--- src/rtl/sdseq_pkg.sv ---
package sdseq_pkg;

   typedef enum logic [1:0] {
      MODE_NORM = 2'b00,
      MODE_SELF = 2'b01,
      MODE_ZERO = 2'b10,
      MODE_FULL = 2'b11
   } cal_mode_e;

   typedef enum logic [2:0] {
      ST_IDLE,
      ST_SETTLE,
      ST_CAL,
      ST_PIPE,
      ST_CONV
   } seq_state_e;

endpackage

--- src/rtl/sdseq_down_timer.sv ---
module sdseq_down_timer #(
   parameter int unsigned SPAN = 500
) (
   input  logic clk,
   input  logic rst_n,
   input  logic load,
   input  logic cancel,
   output logic expired,
   output logic busy
);

   localparam int unsigned CW = $clog2(SPAN);
   localparam logic [CW-1:0] LOAD_VAL = CW'(SPAN - 1);

   generate
      if (SPAN < 2) begin : g_bad_span
         $error("sdseq_down_timer: SPAN must be at least 2");
      end
   endgenerate

   logic [CW-1:0] cnt_q;
   logic          busy_q;

   always_ff @(posedge clk or negedge rst_n) begin
      if (!rst_n) begin
         cnt_q  <= '0;
         busy_q <= 1'b0;
      end else if (cancel) begin
         busy_q <= 1'b0;
      end else if (load) begin
         cnt_q  <= LOAD_VAL;
         busy_q <= 1'b1;
      end else if (busy_q) begin
         if (cnt_q == '0) busy_q <= 1'b0;
         else             cnt_q  <= cnt_q - 1'b1;
      end
   end

   assign expired = busy_q && (cnt_q == '0);
   assign busy    = busy_q;

endmodule

--- src/rtl/sdseq_word_timer.sv ---
module sdseq_word_timer #(
   parameter int unsigned PERIOD_W   = 16,
   parameter int unsigned MIN_PERIOD = 1000,
   parameter int unsigned WCNT_W     = 4
) (
   input  logic                clk,
   input  logic                rst_n,
   input  logic                run,
   input  logic                restart,
   input  logic                rephase,
   input  logic [PERIOD_W-1:0] period_in,
   output logic                tick,
   output logic [WCNT_W-1:0]   wcnt
);

   localparam logic [WCNT_W-1:0] WCNT_MAX = '1;

   generate
      if (MIN_PERIOD >= (1 << PERIOD_W)) begin : g_bad_width
         $error("sdseq_word_timer: PERIOD_W too narrow for MIN_PERIOD");
      end
   endgenerate

   logic [PERIOD_W-1:0] per_q;
   logic [PERIOD_W-1:0] pcnt_q;
   logic [WCNT_W-1:0]   wcnt_q;

   assign tick = run && (pcnt_q == per_q - 1'b1);
   assign wcnt = wcnt_q;

   always_ff @(posedge clk or negedge rst_n) begin
      if (!rst_n) begin
         per_q  <= '0;
         pcnt_q <= '0;
         wcnt_q <= '0;
      end else if (restart) begin
         per_q  <= period_in;
         pcnt_q <= '0;
         wcnt_q <= '0;
      end else if (rephase) begin
         pcnt_q <= '0;
      end else if (run) begin
         if (tick) begin
            pcnt_q <= '0;
            if (wcnt_q != WCNT_MAX) wcnt_q <= wcnt_q + 1'b1;
         end else begin
            pcnt_q <= pcnt_q + 1'b1;
         end
      end
   end


   period_floor_chk: assert property (@(posedge clk) disable iff (!rst_n)
      restart |-> (period_in >= PERIOD_W'(MIN_PERIOD)));

endmodule

--- src/rtl/sdseq_ready_flag.sv ---
module sdseq_ready_flag #(
   parameter int unsigned BLANK_CYC = 500
) (
   input  logic clk,
   input  logic rst_n,
   input  logic result,
   input  logic read_done,
   input  logic release_hi,
   output logic drdy_n
);

   logic drdy_q;
   logic blank_load;
   logic blank_exp;
   logic blanking;

   assign blank_load = !release_hi && result && !drdy_q && !read_done;

   sdseq_down_timer #(.SPAN(BLANK_CYC)) u_blank (
      .clk     (clk),
      .rst_n   (rst_n),
      .load    (blank_load),
      .cancel  (release_hi),
      .expired (blank_exp),
      .busy    (blanking)
   );

   always_ff @(posedge clk or negedge rst_n) begin
      if (!rst_n)              drdy_q <= 1'b1;
      else if (release_hi)     drdy_q <= 1'b1;
      else if (result)         drdy_q <= blank_load;
      else if (blanking) begin
         if (blank_exp)        drdy_q <= 1'b0;
      end
      else if (read_done)      drdy_q <= 1'b1;
   end

   assign drdy_n = drdy_q;


   read_release_chk: assert property (@(posedge clk) disable iff (!rst_n)
      (read_done && !blanking && !result && !release_hi) |=> drdy_n);


   fall_cause_chk: assert property (@(posedge clk) disable iff (!rst_n)
      $fell(drdy_n) |-> ($past(result) || $past(blank_exp)));

endmodule

--- src/rtl/sdseq_ctrl.sv ---
module sdseq_ctrl
   import sdseq_pkg::*;
#(
   parameter int unsigned PIPE_CYC     = 2000,
   parameter int unsigned SETTLE_WORDS = 3,
   parameter int unsigned STEP_WORDS   = 3,
   parameter int unsigned SYS_WORDS    = 4,
   parameter int unsigned SELF_WORDS   = 9,
   parameter int unsigned WCNT_W       = 4
) (
   input  logic              clk,
   input  logic              rst_n,
   input  logic              run,
   input  logic              start,
   input  cal_mode_e         start_mode,
   input  logic              tick,
   input  logic [WCNT_W-1:0] wcnt,
   output logic              rephase,
   output logic              evt_result,
   output logic              evt_clr,
   output logic              data_upd,
   output logic              zs_done,
   output logic              fs_done
);

   localparam logic [WCNT_W-1:0] SETTLE_LAST = WCNT_W'(SETTLE_WORDS - 1);
   localparam logic [WCNT_W-1:0] STEP1_LAST  = WCNT_W'(STEP_WORDS - 1);
   localparam logic [WCNT_W-1:0] STEP2_LAST  = WCNT_W'(2 * STEP_WORDS - 1);
   localparam logic [WCNT_W-1:0] SYS_LAST    = WCNT_W'(SYS_WORDS - 1);
   localparam logic [WCNT_W-1:0] SELF_LAST   = WCNT_W'(SELF_WORDS - 1);

   generate
      if (SYS_WORDS <= STEP_WORDS || SELF_WORDS <= 2 * STEP_WORDS) begin : g_bad_order
         $error("sdseq_ctrl: pipeline entry must follow the last step");
      end
      if (SELF_WORDS >= (1 << WCNT_W)) begin : g_bad_wcnt
         $error("sdseq_ctrl: WCNT_W too narrow");
      end
   endgenerate

   seq_state_e state_q, state_d;
   cal_mode_e  cmode_q;
   logic       enter_pipe;
   logic       pipe_exp;
   logic       pipe_busy;
   logic       evt_zs, evt_fs;

   sdseq_down_timer #(.SPAN(PIPE_CYC)) u_pipe (
      .clk     (clk),
      .rst_n   (rst_n),
      .load    (enter_pipe),
      .cancel  (!run || start),
      .expired (pipe_exp),
      .busy    (pipe_busy)
   );

   always_comb begin
      state_d    = state_q;
      evt_result = 1'b0;
      evt_zs     = 1'b0;
      evt_fs     = 1'b0;
      evt_clr    = 1'b0;
      enter_pipe = 1'b0;
      rephase    = 1'b0;
      if (!run) begin
         state_d = ST_IDLE;
      end else if (start) begin
         state_d = (start_mode == MODE_NORM) ? ST_SETTLE : ST_CAL;
      end else begin
         case (state_q)
            ST_SETTLE: begin
               if (tick && wcnt == SETTLE_LAST) begin
                  evt_result = 1'b1;
                  state_d    = ST_CONV;
               end
            end
            ST_CONV: begin
               evt_result = tick;
            end
            ST_CAL: begin
               if (tick) begin
                  if (cmode_q == MODE_SELF) begin
                     evt_zs = (wcnt == STEP1_LAST);
                     if (wcnt == STEP2_LAST) begin
                        evt_fs  = 1'b1;
                        evt_clr = 1'b1;
                     end
                     if (wcnt == SELF_LAST) begin
                        enter_pipe = 1'b1;
                        state_d    = ST_PIPE;
                     end
                  end else begin
                     if (wcnt == STEP1_LAST) begin
                        evt_zs  = (cmode_q == MODE_ZERO);
                        evt_fs  = (cmode_q == MODE_FULL);
                        evt_clr = 1'b1;
                     end
                     if (wcnt == SYS_LAST) begin
                        enter_pipe = 1'b1;
                        state_d    = ST_PIPE;
                     end
                  end
               end
            end
            ST_PIPE: begin
               if (pipe_exp) begin
                  evt_result = 1'b1;
                  rephase    = 1'b1;
                  state_d    = ST_CONV;
               end
            end
            default: state_d = ST_IDLE;
         endcase
      end
   end

   always_ff @(posedge clk or negedge rst_n) begin
      if (!rst_n) begin
         state_q  <= ST_IDLE;
         cmode_q  <= MODE_NORM;
         data_upd <= 1'b0;
         zs_done  <= 1'b0;
         fs_done  <= 1'b0;
      end else begin
         state_q  <= state_d;
         if (start) cmode_q <= start_mode;
         data_upd <= evt_result;
         zs_done  <= evt_zs;
         fs_done  <= evt_fs;
      end
   end


   tag_excl_chk: assert property (@(posedge clk) disable iff (!rst_n)
      $onehot0({zs_done, fs_done}));


   abort_idle_chk: assert property (@(posedge clk) disable iff (!rst_n)
      !run |=> (state_q == ST_IDLE));


   pipe_span_chk: assert property (@(posedge clk) disable iff (!rst_n)
      pipe_busy |-> (state_q == ST_PIPE));

endmodule

--- src/rtl/sd_cal_sequencer.sv ---
module sd_cal_sequencer
   import sdseq_pkg::*;
#(
   parameter int unsigned PERIOD_W     = 16,
   parameter int unsigned MIN_PERIOD   = 1000,
   parameter int unsigned PIPE_CYC     = 2000,
   parameter int unsigned BLANK_CYC    = 500,
   parameter int unsigned SETTLE_WORDS = 3,
   parameter int unsigned STEP_WORDS   = 3,
   parameter int unsigned SYS_WORDS    = 4,
   parameter int unsigned SELF_WORDS   = 9
) (
   input  logic                clk,
   input  logic                rst_n,
   input  logic                fsync,
   input  logic                setup_wr,
   input  logic [1:0]          setup_mode,
   input  logic                read_done,
   input  logic [PERIOD_W-1:0] word_period,
   output logic                drdy_n,
   output logic [1:0]          mode_bits,
   output logic                data_upd,
   output logic                zs_done,
   output logic                fs_done
);

   localparam int unsigned WCNT_W = $clog2(SELF_WORDS + 1);

   generate
      if (BLANK_CYC >= MIN_PERIOD) begin : g_bad_blank
         $error("sd_cal_sequencer: forced-high interval must be shorter than the minimum period");
      end
   endgenerate

   logic              fsync_q;
   logic              fall;
   logic              wr_cal;
   logic              start;
   logic              run;
   cal_mode_e         mode_q;
   cal_mode_e         start_mode;
   logic              tick;
   logic [WCNT_W-1:0] wcnt;
   logic              rephase;
   logic              evt_result;
   logic              evt_clr;

   assign run        = !fsync;
   assign fall       = fsync_q && !fsync;
   assign wr_cal     = setup_wr && (setup_mode != 2'b00) && !fsync;
   assign start      = fall || wr_cal;
   assign start_mode = setup_wr ? cal_mode_e'(setup_mode) : mode_q;

   always_ff @(posedge clk or negedge rst_n) begin
      if (!rst_n) begin
         fsync_q <= 1'b1;
         mode_q  <= MODE_NORM;
      end else begin
         fsync_q <= fsync;
         if (setup_wr)     mode_q <= cal_mode_e'(setup_mode);
         else if (evt_clr) mode_q <= MODE_NORM;
      end
   end

   assign mode_bits = mode_q;

   sdseq_word_timer #(
      .PERIOD_W   (PERIOD_W),
      .MIN_PERIOD (MIN_PERIOD),
      .WCNT_W     (WCNT_W)
   ) u_words (
      .clk       (clk),
      .rst_n     (rst_n),
      .run       (run),
      .restart   (start),
      .rephase   (rephase),
      .period_in (word_period),
      .tick      (tick),
      .wcnt      (wcnt)
   );

   sdseq_ctrl #(
      .PIPE_CYC     (PIPE_CYC),
      .SETTLE_WORDS (SETTLE_WORDS),
      .STEP_WORDS   (STEP_WORDS),
      .SYS_WORDS    (SYS_WORDS),
      .SELF_WORDS   (SELF_WORDS),
      .WCNT_W       (WCNT_W)
   ) u_ctrl (
      .clk        (clk),
      .rst_n      (rst_n),
      .run        (run),
      .start      (start),
      .start_mode (start_mode),
      .tick       (tick),
      .wcnt       (wcnt),
      .rephase    (rephase),
      .evt_result (evt_result),
      .evt_clr    (evt_clr),
      .data_upd   (data_upd),
      .zs_done    (zs_done),
      .fs_done    (fs_done)
   );

   sdseq_ready_flag #(.BLANK_CYC(BLANK_CYC)) u_flag (
      .clk        (clk),
      .rst_n      (rst_n),
      .result     (evt_result),
      .read_done  (read_done),
      .release_hi (fall),
      .drdy_n     (drdy_n)
   );


   idle_quiet_chk: assert property (@(posedge clk) disable iff (!rst_n)
      $past(fsync) |-> (!data_upd && !zs_done && !fs_done));


   hold_low_chk: assert property (@(posedge clk) disable iff (!rst_n)
      (fsync && !drdy_n && !read_done) |=> !drdy_n);


   mode_clear_chk: assert property (@(posedge clk) disable iff (!rst_n)
      ((mode_bits != 2'b00) && !setup_wr) |=>
         ((mode_bits == $past(mode_bits)) || zs_done || fs_done));

endmodule

--- config.mk ---
export PLATFORM = sky130hd
export DESIGN_NAME = sd_cal_sequencer
export DESIGN_NICKNAME = d
export VERILOG_FILES = /design/src/rtl/sdseq_pkg.sv /design/src/rtl/sdseq_down_timer.sv /design/src/rtl/sdseq_word_timer.sv /design/src/rtl/sdseq_ready_flag.sv /design/src/rtl/sdseq_ctrl.sv /design/src/rtl/sd_cal_sequencer.sv
export SDC_FILE = /design/constraint.sdc
export NUM_CORES = 1
export LEC_CHECK = 0
export ABC_AREA = 1
export BUFFER_PORTS_ARGS = -buffer_cell sky130_fd_sc_hd__buf_2
export CELL_PAD_IN_SITES_DETAIL_PLACEMENT = 1
export CELL_PAD_IN_SITES_GLOBAL_PLACEMENT = 2
export CORE_UTILIZATION = 35
export CTS_CLUSTER_SIZE = 28
export DETAILED_ROUTE_END_ITERATION = 10
export PLACE_DENSITY_LB_ADDON = 0.1
export SLEW_MARGIN = 20
export SYNTH_ARGS = -nofsm -noshare
export SYNTH_HDL_FRONTEND = slang
export SYNTH_SLANG_ARGS = --single-unit
--- constraint.sdc ---
create_clock -name clk -period 3 [get_ports clk]
set_input_delay 0.15 -clock clk [delete_from_list [all_inputs] [get_ports clk]]
set_output_delay 0.15 -clock clk [all_outputs]
set_load 0.03 [all_outputs]
# Word-level counts from Yosys, hierarchy flattened
# Cells that the tools add are included.
dict set report totals {
  input_bits 23
  regBits 70
  output_inout_bits 6
  wordCells 153
}
dict set report classes {
  n_bitwise 2
  reduce_logical 31
  n_mux 75
  n_eq_ne 25
  addsub 5
}
# operator count
set ops {}
lappend ops {{2-to-1 mux 16 bit} 4}
lappend ops {{2-to-1 mux 1 bit} 46}
lappend ops {{2-to-1 mux 11 bit} 3}
lappend ops {{2-to-1 mux 9 bit} 3}
lappend ops {{2-to-1 mux 3 bit} 8}
lappend ops {{2-to-1 mux 4 bit} 5}
lappend ops {{adder 16 x 1 -> 16 bit (second input constant)} 1}
lappend ops {{== test 16 bit} 1}
lappend ops {{subtractor 16 x 1 -> 16 bit (second input constant)} 1}
lappend ops {{inequality test 4 x 2 -> 1 bit (second input constant)} 3}
lappend ops {{one-hot mux 3 bit (4 select lines)} 1}
lappend ops {{nonzero test 2 bit} 6}
lappend ops {{logical NOT 11 bit} 1}
lappend ops {{subtractor 11 x 1 -> 11 bit (second input constant)} 1}
lappend ops {{logical AND 1 bit} 10}
lappend ops {{logical NOT 9 bit} 1}
lappend ops {{subtractor 9 x 1 -> 9 bit (second input constant)} 1}
lappend ops {{== test 4 x 2 -> 1 bit (second input constant)} 2}
lappend ops {{2-to-1 mux 2 bit} 4}
lappend ops {{inequality test 2 x 1 -> 1 bit (second input constant)} 4}
lappend ops {{== test 3 x 2 -> 1 bit (second input constant)} 2}
lappend ops {{AND reduction 3 bit} 2}
lappend ops {{AND reduction 6 bit} 1}
lappend ops {{inequality test 5 x 2 -> 1 bit (second input constant)} 1}
lappend ops {{other kinds (20)} 26}

# Longest topological paths before layout
dict set report depth {
  ltp_word 13
  depth_mapped 21
  mapped_depth_nobuf 21
}

# By module
# A second synthesis with hierarchy kept.
dict set report unflattened {
  hier_cells 715
  hier_area_um2 4906.0
}
# mod n_inst area_each_um2 seq_area_each_um2 cells_per_inst
set by_module_without_submodules {}
lappend by_module_without_submodules {sdseq_word_timer 1 2626.3 900.9 378}
lappend by_module_without_submodules {{sdseq_down_timer (u_ctrl.u_pipe)} 1 833.3 300.3 124}
lappend by_module_without_submodules {{sdseq_down_timer (u_flag.u_blank)} 1 670.6 250.2 97}
lappend by_module_without_submodules {sdseq_ctrl 1 548.0 200.2 82}
lappend by_module_without_submodules {sd_cal_sequencer 1 156.4 76.3 22}
lappend by_module_without_submodules {sdseq_ready_flag 1 71.3 26.3 12}

# Least setup slack after synthesis
# Ideal clock, no wire load.
dict set report synth_timing {
  path_type {register to register}
  startpoint {register u_words.per_q[0]}
  endpoint {register u_flag.u_blank.cnt_q[6]}
  setup_ns 0.127
  path_slack_ns 0.665
  synth_period_minus_slack_ns 2.335
  stages_incl_launch_ff 22
  path_buffers 0
  t_required_ns 2.873
  t_arrival_ns 2.208
  path_cell_list {dfrtp_1 > inv_1 > ha_1 > nand2_2 > nor2_2 > nand2_1 > nand2_1 > nand2_1 > nand2_1 > nand2_1 > nor2_1 > nand2_1 > nor2_2 > nand2_2 > nor2_4 > nand3_2 > nand2_2 > nand3_4 > nand2_4 > nand2_1 > nand2_1 > nand3_1}
}
dict set report synth_between {
  elab_chain_len 13
  elab_cells_between_ends 15
  cone_classes {add/sub: 1; eq/ne: 2; mux: 5; reduce/logical: 7}
}
# element line
set synth_lines {}
lappend synth_lines {{from (decl)} sdseq_word_timer.sv:24} ;# logic [PERIOD_W-1:0] per_q;
lappend synth_lines {{from (signal assigned)} sdseq_word_timer.sv:37} ;# per_q <= period_in;
lappend synth_lines {{subtractor 16 x 1 -> 16 bit *} sdseq_word_timer.sv:28} ;# assign tick = run && (pcnt_q == per_q - 1'b1);
lappend synth_lines {{== test 16 bit *} sdseq_word_timer.sv:28}
lappend synth_lines {{logical AND 1 bit *} sdseq_word_timer.sv:28}
lappend synth_lines {{logical AND 1 bit} sdseq_ctrl.sv:72} ;# if (tick && wcnt == SETTLE_LAST) begin
lappend synth_lines {{2-to-1 mux 1 bit} sdseq_ctrl.sv:72}
lappend synth_lines {{one-hot mux 1 bit (3 select lines) *} sdseq_ctrl.sv:70} ;# case (state_q)
lappend synth_lines {{2-to-1 mux 1 bit *} sdseq_ctrl.sv:67} ;# end else if (start) begin
lappend synth_lines {{2-to-1 mux 1 bit *} sdseq_ctrl.sv:65} ;# if (!run) begin
lappend synth_lines {{logical AND 1 bit * (3 in series)} sdseq_ready_flag.sv:17} ;# assign blank_load = !release_hi && result && !drdy_q && !read_done;
lappend synth_lines {{inequality test 2 x 1 -> 1 bit (no source line) / nonzero test 2 bit (equally long branches)} --}
lappend synth_lines {{AND reduction 3 bit (no source line)} --}
lappend synth_lines {{to (signal assigned)} sdseq_down_timer.sv:35} ;# else cnt_q <= cnt_q - 1'b1;
lappend synth_lines {{to (decl)} sdseq_down_timer.sv:21} ;# logic [CW-1:0] cnt_q;
# Every way passes the cells marked *; elsewhere a longest branch is shown, timed or not.
# A chain may end at the register's enable or synchronous reset.

# Worst setup path after layout
dict set report layout_timing {
  startpoint {register u_words.per_q[0]}
  endpoint {register u_flag.u_blank.cnt_q[4]}
}
# Same word-level chain as after synthesis.

==> impl_metrics.ini <==
[routing]
dr_total_vias = 4271
drt_wl_total_um = 12860
routedWlPerCell_um = 14.75
route.antenna.remaining_nets = 0
drc = 0
dr.pass1.iters = 4
drtIter0Drc = 190
via_per_inst = 4.898

[final_layout]
mostFrequentLayoutCell = nand2_1
drive_gt1_share_pct = 14.00
mostFrequentLayoutCells = nand2_1 (190), inv_1 (86), nor2_1 (71), dfrtp_1 (68), nand3_1 (47)
final_util_pct = 42.30
fin_nets = 726
n_antenna_cell = 0
syn2layout_area_growth_pct = 17.62

[timing]
skew_ns = 0.003372
max-slew-margin-rel_pct = 36.25
finalHoldViolCount = 0
worst_slew_pin_slew_ns = 0.9562
timing.hold.ws_ns = 0.008974
setup_tns_ns = 0
slew_violations = 0
max_freq_ghz = 0.3621
fin_crit_ns = 2.762
fin_crit_sh_pct = 92.05
setup_violations = 0

[placed_design]
gp_congestion = 0.8635
io_buffers = 28
dp_hpwl_um = 9613

[clock_network]
clk-insertion-delay-late_ns = 0.34
cts_buffer_depth = 2
clk_pin_slew_ns = 0.06
cts_htree_levels = 3
cts_buffers = 9
cts_tree = built
clock-sinks = 70
cts_root_buffer = clkbuf_16

[synth]
ys_async_sr_fraction_pct = 100.0
ys_seq_area_share_pct = 38.65
synth-edff-count = 0
avgSynthCellArea_um2 = 7.025
yosysWarnings = 0
ys.flop_type = dfrtp_1
synth_cells = 646
yosysTopAreaCell = dfrtp_1
synthesis.nets = 677
synthTopCellsByArea = dfrtp_1 (37%), nand2_1 (16%), inv_1 (7.3%)
syn-cell-area_um2 = 4538
yosysUniqueCellTypes = 44
yosys_register_bits = 70
synth_top_area_share_pct = 37.50

[min_path]
worstHoldPathType = in2reg

[status]
outcome = complete, no violations

[pwr]
p_leak_uw = 0.002659
powerDensity_nw_per_um2 = 508.0
irDropWorstVdd_uv = 317.0

[worst_setup_path]
crit_type = reg2reg
critPathLaunchType = flip-flop
cp-end-kind = flip-flop
cp.arrival_ns = 3.05
crit_required_ns = 3.28
crit_fanout = 5

[grt]
grt_antenna_before_repair = 0
grt_pass1_vias = 4355
grt.overflow.total = 0
track_usage_pct = 21.02
grt_max_degree = 71
grt_pass1_wl_um = 21530

[job]
cap_viol_max_count = 0

[die]
pin_count = 29
num_rows = 41
die_w_um = 115.9
core-area_um2 = 12620
die_height_um = 115.9
die_area_um2 = 13430
start_util_pct = 35.96
==> metal layers <==
metal  global-route usage [%]  wire, um  up-vias
met5                        0         0        -
met4                    7.436       204        0
met3                    3.400       268       14
met2                    33.45      5922       41
met1                    28.81      6468     2051
li1                         -         -     2165
==> synth_stat cells (8+ instances only) <==
library cell / n
a21oi_1: 10
dfrtp_1: 68
ha_1: 8
inv_1: 88
nand2_1: 191
nand2_2: 10
nand3_1: 48
nand4_1: 14
nor2_1: 72
nor3_1: 8
o21ai_0: 32
o22ai_1: 8
xor2_1: 20
==> per-stage QoR <==
stage | instances | total power [uW] | instance area [um2] | setup slack [ns]
2_1_floorplan | 646 | 1514 | 4538 | 0.6648
3_3_place_gp | 843 | 1681 | 4895 | 0.2135
3_5_place_dp | 843 | 1705 | 4895 | 0.1158
4_1_cts | 866 | 2739 | 5240 | 0.06969
5_1_grt | 872 | 2897 | 5338 | -0.03032
6_report | 872 | 2712 | 5338 | 0.2385
==> state kept, by name, indices dropped and copies added, names as in the netlist <==
register              count
u_ctrl.fs_done            1
u_words.per_q            16
u_ctrl.state_q            3
u_ctrl.zs_done            1
u_ctrl.cmode_q            2
u_flag.u_blank.cnt_q      9
u_ctrl.u_pipe.busy        1
u_words.wcnt              4
u_ctrl.u_pipe.cnt_q      11
mode_bits                 2
u_ctrl.data_upd           1
u_words.pcnt_q           16
u_flag.drdy_n             1
u_flag.u_blank.busy       1
fsync_q                   1
==> final cells by class <==
type | count | area [um2]
tap | 172 | 215.2
clock buffer | 9 | 225.2
sequential | 70 | 1754
clock inverter | 7 | 50.05
inverter | 93 | 350.3
timing repair buffer | 44 | 280.3
fill | 1646 | 7282
multi-input combinational | 477 | 2462
==> worst max-delay path: stages (launching register included) <==
cell and delay (ns):
dfrtp_1 0.40, inv_2 0.11, ha_4 0.16, nand2_2 0.08, nor2_4 0.14, nand2_1 0.11, nand2_1 0.10, nand2_1 0.06
nand2_1 0.10, nand2_1 0.08, nor2_2 0.12, nand2_1 0.10, nor2_4 0.14, nand2_2 0.08, nor2_4 0.13, nand3_2 0.12
nand2_4 0.12, nand3_4 0.14, buf_4 0.18, o41ai_1 0.06, inv_1 0.07, nand2_1 0.07
==> report_power, final <==
| part | leakage (uW) | switching [uW] | total, uW | internal, uW |
|---|---|---|---|---|
| clock network | 0.000128 | 450 | 1010 | 561 |
| logic | 0.00163 | 397 | 601 | 204 |
| registers | 0.000897 | 80.1 | 1100 | 1020 |
| total | 0.00266 | 927 | 2710 | 1780 |
==> timing repair <==
| item | CTS | global route |
|---|---|---|
| endpoints found under the hold margin | 25 | 0 |
| setup endpoints to repair | 0 | 24 |
| buffers inserted | 0 | 4 |
| gates resized for setup | 0 | 13 |
| hold buffers | 7 | 0 |
==> final timing paths <==
| check | cells after the start | to | from | slack (ns) |
|---|---|---|---|---|
| max | 21 | u_flag.u_blank.cnt_q[4]$_DFFE_PN0P_ | u_words.per_q[0]$_DFFE_PN0N_ | 0.24 |
| min in group asynchronous | 2 | u_words.per_q[10]$_DFFE_PN0N_ | rst_n | 0.50 |
| max in group asynchronous | 2 | u_ctrl.u_pipe.cnt_q[0]$_DFFE_PN0P_ | rst_n | 1.87 |
| min | 3 | u_words.per_q[10]$_DFFE_PN0N_ | word_period[10] | 0.009 |
| min reg2reg | 2 | u_ctrl.u_pipe.cnt_q[10]$_DFFE_PN0P_ | u_ctrl.u_pipe.cnt_q[10]$_DFFE_PN0P_ | 0.48 |
| max reg2reg | 21 | u_flag.u_blank.cnt_q[4]$_DFFE_PN0P_ | u_words.per_q[0]$_DFFE_PN0N_ | 0.24 |
==> logic make-up after synthesis <==
logic type / after synthesis / share of synthesized area, %
compound gates: 69 / 8.933
flops: 70 / 38.65
mux: 1 / 0.2481
simple gates: 371 / 36.37
xor+xnor: 26 / 5.018
buf+inv: 101 / 8.574
fa+ha+maj: 8 / 2.206
No activity file was read; power rests on OpenSTA's default activity.
